<file path="src/rtl/dsd_rx_pkg.sv">
package dsd_rx_pkg;

  typedef enum logic [1:0] {
    MODE_N64  = 2'b00,
    MODE_N128 = 2'b01,
    MODE_PM   = 2'b10,
    MODE_SPARE = 2'b11
  } rxMode_e;

  // strobes from control to datapath
  typedef struct packed {
    logic resync;     // mode changed: clear alignment and mute state
    logic sample;     // rising bit-clock edge seen this cycle
    logic firstHalf;  // this edge is the first of a phase-modulated pair
    logic emit;       // a decoded bit is complete this cycle
    logic byteDone;   // the emitted bit completes a byte
    logic pm;         // phase-modulated decoding is active
  } rxStrobe_t;

endpackage

</file>
<file path="src/rtl/dsd_rx_sync.sv">
module dsd_rx_sync #(
  parameter int WIDTH  = 3,
  parameter int STAGES = 2
) (
  input  logic             clk,
  input  logic             rstN,
  input  logic [WIDTH-1:0] din,
  output logic [WIDTH-1:0] dout
);

  logic [WIDTH-1:0] stage [STAGES];

  always_ff @(posedge clk or negedge rstN) begin
    if (!rstN) begin
      for (int i = 0; i < STAGES; i++) stage[i] <= '0;
    end else begin
      stage[0] <= din;
      for (int i = 1; i < STAGES; i++) stage[i] <= stage[i-1];
    end
  end

  assign dout = stage[STAGES-1];

endmodule

</file>
<file path="src/rtl/dsd_rx_ctrl.sv">
module dsd_rx_ctrl
  import dsd_rx_pkg::*;
#(
  parameter int BYTE_BITS = 8
) (
  input  logic       clk,
  input  logic       rstN,
  input  logic [1:0] mode,
  input  logic       clkSync,
  output rxStrobe_t  strb
);

  localparam int CW = $clog2(BYTE_BITS);
  localparam logic [CW-1:0] LAST_BIT = CW'(BYTE_BITS - 1);

  logic          clkPrev;
  logic [1:0]    modePrev;
  logic          halfPhase;
  logic [CW-1:0] bitCnt;
  logic          rise, resync, pm, emit;

  assign pm     = (mode == MODE_PM);
  assign rise   = clkSync & ~clkPrev;
  assign resync = (mode != modePrev);
  assign emit   = rise & ~resync & (~pm | halfPhase);

  always_ff @(posedge clk or negedge rstN) begin
    if (!rstN) begin
      clkPrev   <= 1'b0;
      modePrev  <= MODE_N64;
      halfPhase <= 1'b0;
      bitCnt    <= '0;
    end else begin
      clkPrev  <= clkSync;
      modePrev <= mode;
      if (resync) begin
        halfPhase <= 1'b0;
        bitCnt    <= '0;
      end else begin
        if (!pm)       halfPhase <= 1'b0;
        else if (rise) halfPhase <= ~halfPhase;
        if (emit) bitCnt <= (bitCnt == LAST_BIT) ? '0 : bitCnt + 1'b1;
      end
    end
  end

  assign strb.resync    = resync;
  assign strb.sample    = rise & ~resync;
  assign strb.firstHalf = pm & ~halfPhase;
  assign strb.emit      = emit;
  assign strb.byteDone  = emit & (bitCnt == LAST_BIT);
  assign strb.pm        = pm;

endmodule

</file>
<file path="src/rtl/dsd_rx_datapath.sv">
module dsd_rx_datapath
  import dsd_rx_pkg::*;
#(
  parameter int NUM_CH     = 2,
  parameter int BYTE_BITS  = 8,
  parameter int MUTE_BYTES = 4,
  parameter logic [BYTE_BITS-1:0] PATTERN = 8'h69
) (
  input  logic              clk,
  input  logic              rstN,
  input  rxStrobe_t         strb,
  input  logic [NUM_CH-1:0] dataSync,
  output logic [NUM_CH-1:0] bitOut,
  output logic [NUM_CH-1:0] errOut,
  output logic [NUM_CH-1:0] muteOut,
  output logic              validOut
);

  localparam int MW = $clog2(MUTE_BYTES + 1);
  localparam logic [MW-1:0] CNT_MAX  = MW'(MUTE_BYTES);
  localparam logic [MW-1:0] CNT_TRIP = MW'(MUTE_BYTES - 1);

  always_ff @(posedge clk or negedge rstN) begin
    if (!rstN) validOut <= 1'b0;
    else       validOut <= strb.emit;
  end

  for (genvar ch = 0; ch < NUM_CH; ch++) begin : g_ch
    logic                 firstSmp;
    logic [BYTE_BITS-2:0] shiftQ;
    logic [MW-1:0]        matchCnt;
    logic                 bitQ, errQ, muteQ;
    logic                 decBit, decErr;
    logic [BYTE_BITS-1:0] byteNow;

    // in phase-modulated mode the first sample carries the bit
    assign decBit  = strb.pm ? firstSmp : dataSync[ch];
    assign decErr  = strb.pm & (firstSmp == dataSync[ch]);
    assign byteNow = {shiftQ, decBit};

    always_ff @(posedge clk or negedge rstN) begin
      if (!rstN) begin
        firstSmp <= 1'b0;
        shiftQ   <= '0;
        matchCnt <= '0;
        bitQ     <= 1'b0;
        errQ     <= 1'b0;
        muteQ    <= 1'b0;
      end else if (strb.resync) begin
        firstSmp <= 1'b0;
        shiftQ   <= '0;
        matchCnt <= '0;
        bitQ     <= 1'b0;
        errQ     <= 1'b0;
        muteQ    <= 1'b0;
      end else begin
        if (strb.sample && strb.firstHalf) firstSmp <= dataSync[ch];
        errQ <= strb.emit & decErr;
        if (strb.emit) begin
          bitQ   <= decBit;
          shiftQ <= byteNow[BYTE_BITS-2:0];
        end
        if (strb.byteDone) begin
          if (byteNow == PATTERN) begin
            if (matchCnt != CNT_MAX) matchCnt <= matchCnt + 1'b1;
            if (matchCnt >= CNT_TRIP) muteQ <= 1'b1;
          end else begin
            matchCnt <= '0;
            muteQ    <= 1'b0;
          end
        end
      end
    end

    assign bitOut[ch]  = bitQ;
    assign errOut[ch]  = errQ;
    assign muteOut[ch] = muteQ;
  end

endmodule

</file>
<file path="src/rtl/dsd_rx.sv">
module dsd_rx
  import dsd_rx_pkg::*;
#(
  parameter int SYNC_STAGES = 2,
  parameter int BYTE_BITS   = 8,
  parameter int MUTE_BYTES  = 4,
  parameter logic [7:0] PATTERN = 8'h69
) (
  input  logic       clk,
  input  logic       rstN,
  input  logic [1:0] mode,
  input  logic       dsdClk,
  input  logic       dsdA,
  input  logic       dsdB,
  output logic       bitA,
  output logic       bitB,
  output logic       bitValid,
  output logic       muteA,
  output logic       muteB,
  output logic       phaseErrA,
  output logic       phaseErrB
);

  localparam int NUM_CH = 2;

  logic [NUM_CH:0]   syncOut;
  logic [NUM_CH-1:0] bitOut, errOut, muteOut;
  rxStrobe_t         strb;

  dsd_rx_sync #(.WIDTH(NUM_CH + 1), .STAGES(SYNC_STAGES)) u_sync (
    .clk (clk),
    .rstN(rstN),
    .din ({dsdB, dsdA, dsdClk}),
    .dout(syncOut)
  );

  dsd_rx_ctrl #(.BYTE_BITS(BYTE_BITS)) u_ctrl (
    .clk    (clk),
    .rstN   (rstN),
    .mode   (mode),
    .clkSync(syncOut[0]),
    .strb   (strb)
  );

  dsd_rx_datapath #(
    .NUM_CH    (NUM_CH),
    .BYTE_BITS (BYTE_BITS),
    .MUTE_BYTES(MUTE_BYTES),
    .PATTERN   (BYTE_BITS'(PATTERN))
  ) u_dp (
    .clk     (clk),
    .rstN    (rstN),
    .strb    (strb),
    .dataSync(syncOut[NUM_CH:1]),
    .bitOut  (bitOut),
    .errOut  (errOut),
    .muteOut (muteOut),
    .validOut(bitValid)
  );

  assign bitA      = bitOut[0];
  assign bitB      = bitOut[1];
  assign muteA     = muteOut[0];
  assign muteB     = muteOut[1];
  assign phaseErrA = errOut[0];
  assign phaseErrB = errOut[1];

endmodule

</file>
<file path="config.mk">
export PLATFORM = sky130hd
export DESIGN_NAME = dsd_rx
export DESIGN_NICKNAME = d
export VERILOG_FILES = /design/src/rtl/dsd_rx_pkg.sv /design/src/rtl/dsd_rx_sync.sv /design/src/rtl/dsd_rx_ctrl.sv /design/src/rtl/dsd_rx_datapath.sv /design/src/rtl/dsd_rx.sv
export SDC_FILE = /design/constraint.sdc
export NUM_CORES = 1
export LEC_CHECK = 0
export BUFFER_PORTS_ARGS = -buffer_cell sky130_fd_sc_hd__buf_2
export CELL_PAD_IN_SITES_DETAIL_PLACEMENT = 2
export CELL_PAD_IN_SITES_GLOBAL_PLACEMENT = 2
export CORE_UTILIZATION = 40
export CTS_BUF_LIST = sky130_fd_sc_hd__clkbuf_2 sky130_fd_sc_hd__clkbuf_4 sky130_fd_sc_hd__clkbuf_8
export CTS_CLUSTER_SIZE = 16
export DETAILED_ROUTE_END_ITERATION = 8
export PLACE_DENSITY_LB_ADDON = 0.05
export SLEW_MARGIN = 20
export SYNTH_ARGS = -nofsm -noshare
export SYNTH_HDL_FRONTEND = slang
export SYNTH_SLANG_ARGS = --single-unit
</file>
<file path="constraint.sdc">
create_clock -name clk -period 1.6 [get_ports clk]
set_input_delay 0.24 -clock clk [delete_from_list [all_inputs] [get_ports clk]]
set_output_delay 0.24 -clock clk [all_outputs]
set_load 0.005 [all_outputs]
</file>
==> results.md <==
* Worst Path Max Fanout at 4
* Number of routed nets with antenna violations at 0
* Critical path class: reg -> reg
* H-tree depth at 2
* Synth Area in Compound Gates at 12.66%
* Slew margin rel. at 69.80%
* Cell row count at 24
* Flop pwr share at roughly 54%
* Critical path cell sequence: ha_2, ha_4, nand3b_1, o211a_4, a41oi_2, o22ai_1
* Area share of the largest cell type after synthesis at between 50% and 60%
* Avg Inst Size Synth at around 10 um2
* Longest Clk Path Bufs at 2
* Commonest non-fill, non-tap cell in the layout: dfrtp_1
* GPL Wtd Cong at 0.7482
* Final Non-Filler Cells at about 250
* R2R Setup Slk at roughly 0.052 ns
* Num ports at 14
* Largest family of logic cells by synthesized area: simple AND/OR/NAND/NOR gates
* Clk pwr share at between 30% and 40%
* Wirelength per Cell at about 17 um
* Sink Count at 40
* Area growth, synth to finish at 17.34%
* Filler instances at ~460
* Vias in the first global route at 1567
* Reg2Reg Launch Point: u_ctrl.bitCnt[0]$_DFFE_PN0P_
* Mux cell area share after synthesis at 1.239%
* Final worst-path cycle share at 96.74%
* Synth Area in Adders at under 10%
* Syn Std Cell Area at roughly 1800 um2
* Status: complete, no violations
* Cell count after synthesis at approximately 170
* Register bit total from synthesis at 40
* Comb pwr share at under 10%
* Die H at between 60 and 70 um
* Initial DRC count at 38
* Worst slew pin tran at 0.4513 ns
* Area of the multi-input gates at 814.5 um2
* HP Start: dsdClk
* DRC viols at 0
* Area contributors post-synth: dfrtp_1 55%, nand2_1 6.8%, ha_1 5.5%
* GRT Overall Usage at around 20%
* Final net count at between 200 and 250
* Seq/Total Area, Yosys at 55.06%
* Simple-gate area share of the yosys netlist at about a fifth
* Hold path cells at 1
* Root Driver: clkbuf_8
* Period minus WS final at between 1.5 and 2 ns
* Fraction of synthesized cell area in xor and xnor cells at 3.372%
* Clock Skew at between 0.006 and 0.007 ns
* Placed cell count at 238
* TritonCTS buffer count at 5
* Cell variety after synth at 36
* Via count at around 1400
* Lkg Pwr at slightly above 0.0009 uW
* Post-DP Area at around 2000 um2
* Largest net degree at the start of global routing at 24
* Slew Viols, Final at 0
* Hpwl dp at 3239 um
* IO buf count at 13
* DRT Pass-1 Iters at 4
* Count of final setup violators at 0
* Worst path required time at between 1.5 and 2 ns
* CTS tree: done
* Tot Pwr at 1935 uW
* Cell area after layout at between 2000 and 2500 um2
* Unrepaired setup endpoints after global routing: true
* Slowest stage delay, CP at about 0.36 ns
* Switching share of power at between 20% and 30%
* Storage element area at around 1000 um2
* Ratio of cells with drive above 1 in the final layout at approximately a fifth
* Worst Hold End: u_sync.stage[3]$_DFF_PN0_
* Clk_lat worst skew at slightly below 0.3 ns
* Final hold viol count at 0
* Max Fclk at 0.6461 GHz
* Final WL at roughly 4400 um
* Global-route wire length before repair at around 7500 um
* Yosys top cell by area: dfrtp_1
* Worst EP arrival at around 1.7 ns
* CP startpoint kind: flop
* Reg clk slew, reported paths at 0.08 ns
* Core area at roughly 4400 um2
* Commonest non-fill, non-tap cells in the layout: 40 x dfrtp_1, 33 x nand2_1, 19 x a21oi_1
* Hold WC Path Type: in -> reg
* Initial core utilization at 41.75%
* Die Width at 69.42 um
* Die area at slightly below 5000 um2
* YS warnings at 0
* Slowest CP cell: dfrtp_1
* Max_cap viols at 0
* Syn nets at roughly 190
* Grt ovf at 0
* Reg-to-reg endpoint: u_dp.g_ch[0].matchCnt[0]$_DFFE_PN0P_
* Initial antenna violation count at 0
* Peak supply drop at between 0.5 and 0.6 mV
* R2r worst-path depth at 6
* Pwr dens at just over 900 nW/um2
* Number of vias per cell at around 5.4
* Diode count at 0
* Switching pwr at roughly 460 uW
* Crit end category: flop
* Internal power at ~1500 uW
[registers in the layout (all words and copies together) (netlist names)]
signal and cells:
u_ctrl.bitCnt 3, u_ctrl.clkPrev 1, u_ctrl.halfPhase 1, u_ctrl.modePrev 2
u_dp.g_ch.errQ 2, u_dp.g_ch.firstSmp 2, u_dp.g_ch.matchCnt 6, u_dp.g_ch.muteQ 2
u_dp.g_ch.shiftQ 14, u_dp.validOut 1, u_sync.dout 3, u_sync.stage 3
[per-layer routing]
layer	track usage (%)	share of wire, %	up-vias	wire, um
li1	-	-	647	-
met1	22.35	40	679	1751
met2	37.00	55	16	2391
met3	4.942	2.9	8	125
met4	8.390	2.0	0	87
met5	0	0	-	0
[area by class of cell]
type | instances | share of cell area, %
clock buffer | 8 | 4.575
timing repair buffer | 20 | 6.217
tap | 52 | 3.050
sequential | 40 | 46.92
inverter | 6 | 1.056
multi-input combinational | 123 | 38.18
[worst max-delay path: cells and delay by family (launching register included)]
| family | cells | cell delay (ns) |
|---|---|---|
| and+or+nand+nor | 1 | 0.14 |
| DFF | 1 | 0.36 |
| AOI/OAI and AO/OA | 3 | 0.59 |
| adders and majority gates | 2 | 0.33 |
[per-stage QoR]
stage / utilization [%] / worst slack, ns / hold slack, ns / setup TNS (ns)
2_1_floorplan: - / 0.1908 / -0.05559 / 0
3_3_place_gp: 45.17 / 0.08518 / 0.2075 / 0
3_5_place_dp: 45.17 / -0.05712 / 0.2131 / -0.2887
4_1_cts: 48.33 / 0.01384 / 0.03932 / 0
5_1_grt: 48.99 / -0.04322 / 0.03376 / -0.1024
6_report: 48.99 / 0.05221 / 0.05575 / 0
[power by group through the flow]
stage	Combinational (uW)	Clock [uW]	Sequential [uW]
2_1_floorplan	90.7	0	1060
3_3_place_gp	155	0	1060
3_5_place_dp	162	0	1060
4_1_cts	175	757	1040
5_1_grt	194	786	1040
6_report	175	719	1040
[what timing repair did]
action / in CTS / in global routing
hold buffers: 1 / 0
setup endpoints to repair: 6 / 24
pin swaps: 3 / 4
resized for setup: 2 / 6
endpoints found under the hold margin: 17 / 0
setup buffers: 2 / 0
[cells by family after synthesis]
group	Yosys count
and+or+nand+nor	70
buffers and inverters	11
muxes	2
DFF	40
AOI/OAI and AO/OA	36
xor gates and xnor gates	7
adders and majority gates	8
[synthesized netlist by cell type]
master and instances:
nand4_1 2, o211ai_2 1, a22o_1 2, nor3_1 4, o22ai_1 6, nand3b_1 1
nor4_1 2, nor3b_2 1, xnor2_1 3, and4b_1 1, nor4b_1 1, nand4bb_1 2
o21ai_0 2, clkbuf_1 1, or3_1 1, nor2_2 1, nor2b_1 1, inv_1 6
nand3_1 2, o21ai_1 1, o211a_2 1, and2_1 2, dfrtp_1 40, nor4b_2 1
nand2_1 33, xor2_1 4, or2_2 1, mux2_2 2, nand2b_1 3, nor3b_1 1
buf_2 4, ha_1 8, a41oi_1 3, a21oi_1 19, nor2_1 10, a41oi_2 1
[worst max path at each step]
stage                                      start                                    to  slack (ns)  depth (start not counted)
global placement    u_ctrl.bitCnt[0]$_DFFE_PN0P_  u_dp.g_ch[1].matchCnt[0]$_DFFE_PN0P_        0.09                          6
detailed placement  u_ctrl.bitCnt[0]$_DFFE_PN0P_  u_dp.g_ch[1].matchCnt[1]$_DFFE_PN0P_       -0.06                          6
floorplan           u_ctrl.bitCnt[0]$_DFFE_PN0P_  u_dp.g_ch[1].matchCnt[0]$_DFFE_PN0P_        0.19                          6
global route        u_ctrl.modePrev[0]$_DFF_PN0_    u_dp.g_ch[0].shiftQ[0]$_DFFE_PN0P_       -0.04                          4
finish              u_ctrl.bitCnt[0]$_DFFE_PN0P_  u_dp.g_ch[0].matchCnt[0]$_DFFE_PN0P_        0.05                          6
CTS                 u_ctrl.bitCnt[0]$_DFFE_PN0P_  u_dp.g_ch[1].matchCnt[1]$_DFFE_PN0P_        0.01                          6
(Power assumes the default switching activity.)
